## src/rtl/adc_result_bank.sv

```systemverilog
module adc_result_bank #(
  parameter int NUM_CH   = 8,
  parameter int RES_W    = 12,
  parameter int ADDR_W   = 6,
  parameter int DATA_W   = 32,
  parameter int RES_LSB  = 4,
  parameter int OVR_BIT  = 30,
  parameter int DONE_BIT = 31
) (
  input  logic                      clk,
  input  logic                      rst_n,
  input  logic                      burst_en,
  input  logic                      res_valid,
  input  logic [$clog2(NUM_CH)-1:0] res_chan,
  input  logic [RES_W-1:0]          res_data,
  input  logic                      rd_en,
  input  logic [ADDR_W-1:0]         rd_addr,
  output logic [DATA_W-1:0]         rd_data,
  output logic                      irq
);
  localparam int CH_W   = $clog2(NUM_CH);
  localparam int IDX_W  = ADDR_W - 2;
  localparam int IRQ_IX = 2 * NUM_CH;

  logic [RES_W-1:0]  res_q [NUM_CH];
  logic [NUM_CH-1:0] done_q, ovr_q;
  logic [NUM_CH-1:0] wr_hit, rd_hit;
  logic [IDX_W-1:0]  word_idx;
  logic [DATA_W-1:0] rd_word;
  logic [1:0]        unused_addr_lsb;

  assign word_idx        = rd_addr[ADDR_W-1:2];
  assign unused_addr_lsb = rd_addr[1:0];
  assign irq             = |done_q;

  for (genvar i = 0; i < NUM_CH; i++) begin : g_ch
    assign wr_hit[i] = res_valid && (res_chan == CH_W'(i));
    assign rd_hit[i] = rd_en && (word_idx == IDX_W'(i));

    always_ff @(posedge clk) begin
      if (!rst_n) begin
        res_q[i]  <= '0;
        done_q[i] <= 1'b0;
        ovr_q[i]  <= 1'b0;
      end else if (wr_hit[i]) begin
        res_q[i]  <= res_data;
        done_q[i] <= 1'b1;
        ovr_q[i]  <= !rd_hit[i] && (ovr_q[i] || (burst_en && done_q[i]));
      end else if (rd_hit[i]) begin
        done_q[i] <= 1'b0;
        ovr_q[i]  <= 1'b0;
      end
    end

    AST_DONE_SET: assert property (@(posedge clk) disable iff (!rst_n)
      wr_hit[i] |=> done_q[i]);
    AST_READ_CLEARS: assert property (@(posedge clk) disable iff (!rst_n)
      (rd_hit[i] && !wr_hit[i]) |=> (!done_q[i] && !ovr_q[i]));
    AST_OVR_BURST_ONLY: assert property (@(posedge clk) disable iff (!rst_n)
      $rose(ovr_q[i]) |-> $past(burst_en));
    AST_COLLIDE_NO_OVR: assert property (@(posedge clk) disable iff (!rst_n)
      (rd_hit[i] && wr_hit[i]) |=> (done_q[i] && !ovr_q[i]));
  end

  always_comb begin
    rd_word = '0;
    if (word_idx < IDX_W'(NUM_CH)) begin
      rd_word[RES_LSB +: RES_W] = res_q[word_idx[CH_W-1:0]];
      rd_word[OVR_BIT]          = ovr_q[word_idx[CH_W-1:0]];
      rd_word[DONE_BIT]         = done_q[word_idx[CH_W-1:0]];
    end else if (word_idx == IDX_W'(NUM_CH)) begin
      rd_word[NUM_CH-1:0]        = done_q;
      rd_word[IRQ_IX-1:NUM_CH]   = ovr_q;
      rd_word[IRQ_IX]            = |done_q;
    end
  end

  always_ff @(posedge clk) begin
    if (!rst_n)     rd_data <= '0;
    else if (rd_en) rd_data <= rd_word;
  end

  AST_RD_HOLD: assert property (@(posedge clk) disable iff (!rst_n)
    !rd_en |=> $stable(rd_data));
  AST_IRQ_ON_RESULT: assert property (@(posedge clk) disable iff (!rst_n)
    res_valid |=> irq);
  AST_STATUS_NO_CLEAR: assert property (@(posedge clk) disable iff (!rst_n)
    (rd_en && word_idx == IDX_W'(NUM_CH) && !res_valid) |=> ($stable(done_q) && $stable(ovr_q)));
endmodule

```

## config.mk

```make
export PLATFORM = sky130hd
export DESIGN_NAME = adc_result_bank
export DESIGN_NICKNAME = d
export VERILOG_FILES = /design/src/rtl/adc_result_bank.sv
export SDC_FILE = /design/constraint.sdc
export NUM_CORES = 1
export LEC_CHECK = 0
export ABC_AREA = 1
export BUFFER_PORTS_ARGS = -buffer_cell sky130_fd_sc_hd__buf_2
export CORE_MARGIN = 5
export CORE_UTILIZATION = 64
export CTS_BUF_LIST = sky130_fd_sc_hd__clkbuf_8 sky130_fd_sc_hd__clkbuf_16
export DETAILED_ROUTE_END_ITERATION = 12
export HOLD_SLACK_MARGIN = 0.05
export PLACE_DENSITY = 0.86
export SYNTH_ARGS = -nofsm -noshare
export SYNTH_HDL_FRONTEND = slang
export SYNTH_SLANG_ARGS = --single-unit
```

## constraint.sdc

```tcl
create_clock -name clk -period 4.3 [get_ports clk]
set_input_delay 1.075 -clock clk [delete_from_list [all_inputs] [get_ports clk]]
set_output_delay 1.075 -clock clk [all_outputs]
set_load 0.03 [all_outputs]
```

-- Word-level counts from Yosys, hierarchy flattened
Memory sizes are Yosys's and may differ from the RTL's.
Cells that the tools add are included.
- register bits: 35
- bits in writable memories: 96
- input bits: 26
- output and inout bits: 33
- word-level logic and storage cells: 168
- memories kept: 1
- order comparisons: 2
- equal/unequal tests: 15
- mux-type cells: 66
- bitwise operators: 8
- reduce and logical (&&, ||, !) cells: 59
- memory list (memory ; depth ; bits a word ; read ports ; clocked after memory_dff ; wr ports ; RTL line ; source):
    res_q ; 8 ; 12 ; 1 ; 0 ; 8 ; 25 ; logic [RES_W-1:0] res_q [NUM_CH];
- operator list (kind ; count):
    two-way mux 12 bit ; 9
    two-way mux 1 bit ; 52
    logical AND 1 bit ; 32
    two-way mux 17 bit ; 1
    == test 4 x 3 -> 1 bit (second input constant) ; 4
    nonzero test 2 bit ; 8
    == test 3 bit (second input constant) ; 4
    == test 4 x 2 -> 1 bit (second input constant) ; 2
    zero test 1 bit ; 8
    logical OR 1 bit ; 8
    OR 1 bit ; 8
    OR reduction 8 bit ; 1
    binary-select mux 1 bit (select 3 bit) ; 2
    == test 3 x 2 -> 1 bit (second input constant) ; 2
    == test 4 x 1 -> 1 bit (second input constant) ; 1
    == test 4 bit (second input constant) ; 1
    zero test 4 bit ; 1
    < comparator 3 x 4 -> 1 bit (second input constant) ; 1
    < comparator 4 bit (second input constant) ; 1
    two-way mux 4 bit ; 1
    == test 3 x 1 -> 1 bit (second input constant) ; 1
    zero test 3 bit ; 1
    two-way mux 2 bit ; 1

-- Longest topological paths before layout
- depth in word-level cells: 6
- depth in mapped cells: 11
- depth with buffers taken out: 9

-- Least setup slack after synthesis
No wires, ideal clock.
- path kind: input -> register
- start: input res_valid
- end: memory res_q[0][0], enable pin
- library setup time: 398 ps
- data arrival time: 2346 ps
- required time: 3902 ps
- setup slack: 1557 ps
- stages: 4
- buffers on the path: 0
- cell sequence: inv_1 > nor2_1 > inv_1 > o21ai_0
- RTL lines (element ; RTL line ; source):
    start, declared ; 13 ; input logic res_valid,
    end, declared ; 25 ;

-- Worst setup path after layout
- start: input rd_addr[2]
- end: register done_q[4]
- word-level cells in the longest chain between the ends: 3
- RTL lines (element ; RTL line ; source):
    start, declared ; 17 ; input logic [ADDR_W-1:0] rd_addr,
    == test 4 x 3 -> 1 bit ; 38 ; assign rd_hit[i] = rd_en && (word_idx == IDX_W'(i));
    logical AND 1 bit ; 38 ;
    nonzero test 2 bit (no source line) ; - ;
    end signal, assigned by index ; 43 ; done_q[i] <= 1'b0;
    end signal, assigned by index ; 47 ; done_q[i] <= 1'b1;
    end signal, assigned by index ; 50 ; done_q[i] <= 1'b0;
    end, declared ; 26 ; logic [NUM_CH-1:0] done_q, ovr_q;
Every way passes these cells.
A chain may end at the register's enable or synchronous reset.

==> summary.txt <==
Status
  • Status: finished, final reports clean

Timing
  • Final Hold Vio Count: 0
  • Setup tns final: 0 ns
  • Final worst slack: 1.59 ns
  • Clock Skews: approximately 0.0060 ns
  • Min Tclk post-route: 2.71 ns
  • Pins Over Slew Limit: 0
  • Final worst-path cycle share: 0.631
  • Unrepaired setup endpoints after global routing: no
  • Worst slew pin tran: around 1.1 ns
  • Final setup viols: 0
  • Fmax: 369 MHz
  • Rel. slew slack: 0.263

Placement
  • Pre-CTS WS: between 1 and 1.5 ns
  • PortBufs: between 40 and 50
  • DP Wirelength: 9490 um
  • GPL Wtd Cong: 0.946

Flow run
  • Max-capacitance violation count: 0

Critical path
  • Worst EP arrival: 3.08 ns
  • Crit path kind: input port to flop
  • Req. time, crit path: 4.66 ns
  • Crit start category: input port
  • Crit path max fanout: 58
  • Critical Path Sink Type: flop

Yosys
  • Syn avg cell area: 7.83 um^2
  • Library cells used by synthesis: 19
  • Compound-Gate Fraction of Synth Area: 0.0183
  • Post-synthesis xor/xnor area fraction: 0
  • Post-synth ARST share: 0
  • Ranking of synthesized cells by area: edfxtp_1 (46%), nand2_1 (21%), dfxtp_1 (11%)
  • Synthesized area: around 6300 um^2
  • Top-area cell type share of the netlist area: 0.458
  • Top_reg_cell synth: edfxtp_1
  • Largest area contributor in the netlist: edfxtp_1
  • Post-synthesis simple-gate area fraction: 0.332
  • Seq/Total Area, Yosys: 0.570
  • EDFF count, synth: 96
  • Multiplexer share of the synthesized area: 0
  • Synth warnings: 0
  • #FFs+latches synth: 131
  • Synthesized instance count: 803
  • Top-count cell post-synth: nand2_1
  • Largest family of logic cells by synthesized area: simple AND/OR/NAND/NOR gates
  • Post-synth top cells: nand2_1 (355), nor2_1 (143), edfxtp_1 (96)
  • Post-Synth Adder-Cell Area: 0

Power
  • Total power: roughly 2.9 mW
  • Cell area power density: between 400 and 500 nW/um^2
  • Peak supply drop: 0.265 mV
  • Lkg Pwr: about 3.4 nW

Floorplanning
  • Core area: 9680 um^2
  • Die Footprint: between 10000 and 15000 um^2
  • IO Pins: 59
  • FP Rows: 36
  • Die H: approximately 110 um
  • Initial core utilization: 0.649
  • Die Width: around 110 um

Routing
  • Wire length per cell: 15.5 um
  • Drt initial violations: approximately 550
  • Residual DRC count: 0
  • Final wirelength: 15100 um
  • Via-per-instance ratio: 5.28
  • Via Count: 5162
  • Antenna Nets Post-Route: 0
  • TritonRoute pass-1 iters: 5

CTS
  • CTS tree: yes
  • Num CTS Buffers: 17
  • Post-CTS setup buffer count: 0
  • Worst-skew pair later-pin latency: 0.52 ns
  • Post-CTS Hold Fix Bufs: 0
  • Clk buf depth: 2
  • Worst-path clk slew: 0.06 ns
  • PostCTS Resize Cnt: 0
  • # H-tree levels: 4
  • Clock Sinks: 131
  • Root Driver: clkbuf_8

Layout
  • Ratio of cells with drive above 1 in the final layout: 0.0889
  • Fillers: ~730
  • Sequential cell area: 3580 um^2
  • Area growth from synthesis to final layout: 10.8%
  • # nets final: 857
  • Multi-input logic area: 2250 um^2
  • N_diodes: 0

Global route
  • Vias in the first global route: 4827
  • Total gr overflow: 0
  • Aggregate global-route resource usage: 0.276
  • First-pass GRT wire length: 24300 um
  • Largest net degree at the start of global routing: between 50 and 60
  • Initial antenna violation count: 0

Worst hold path
  • HP Class: flop to flop
[cell families after synthesis]
family	count (synthesis)
AOI/OAI and AO/OA	23
buffers and inverters	110
DFF	131
other	1
and+or+nand+nor	538
[power by group]
part,internal (mW),switching (mW),total (mW)
sequential,1.43,0.0235,1.45
combinational,0.0726,0.221,0.293
clock,0.679,0.482,1.16
[placed cells by master (no fill, tap or decap), drive strengths merged]
cell and instances:
inv 66, o21ai 11, buf 48, edfxtp 96, nand2 355, clkinv 7, dfxtp 35, nand4 1
nor3 4, conb 13, a21oi 12, clkbuf 17, nand3 35, nor2 143, clkinvlp 1
[final cells by class]
type / instances / area share
flip-flops and latches: 131 / 0.514
multi-input cells: 574 / 0.323
clock buffers: 17 / 0.0595
repair buffers: 48 / 0.0381
inverters: 59 / 0.0318
well taps: 133 / 0.0239
clock inverters: 15 / 0.00934
[path summary, 6_finish.rpt]
path / from / to / slack [ns] / depth (start not counted)
setup / recovery: rd_addr[2] / done_q[4] / 1.59 / 6
hold / removal: rd_data[0] / rd_data[0] / 0.46 / 2
setup reg to reg: res_q[4][4] / rd_data[8] / 3.20 / 8
hold reg to reg: rd_data[0] / rd_data[0] / 0.46 / 2
[sequential cells by signal, indices dropped and copies added, names as in the netlist]
name / cells
ovr_q: 8
res_q: 96
done_q: 8
rd_data: 19
[per-stage QoR]
stage / std cells / utilization / cell area [um^2] / hold slack [ns]
global placement: 945 / 0.670 / 6490 / 0.449
global route: 977 / 0.719 / 6970 / 0.474
CTS: 977 / 0.719 / 6970 / 0.462
floorplan: 815 / - / 6330 / 0.444
detailed placement: 945 / 0.670 / 6490 / 0.453
finish: 977 / 0.719 / 6970 / 0.460
[critical path: stages]
cell and delay (ns):
buf_2 0.11, buf_4 0.31, nor2_1 0.80, nand2_1 0.19
o21ai_0 0.40, o21ai_0 0.15
[metal layers]
layer / global-route usage / up-vias / part of all wire
met5: 0 / - / 0
met4: 0.127 / 0 / 0.033
met3: 0.0699 / 41 / 0.12
met2: 0.439 / 338 / 0.46
met1: 0.355 / 2260 / 0.38
li1: - / 2523 / -
(Power assumes the default switching activity.)
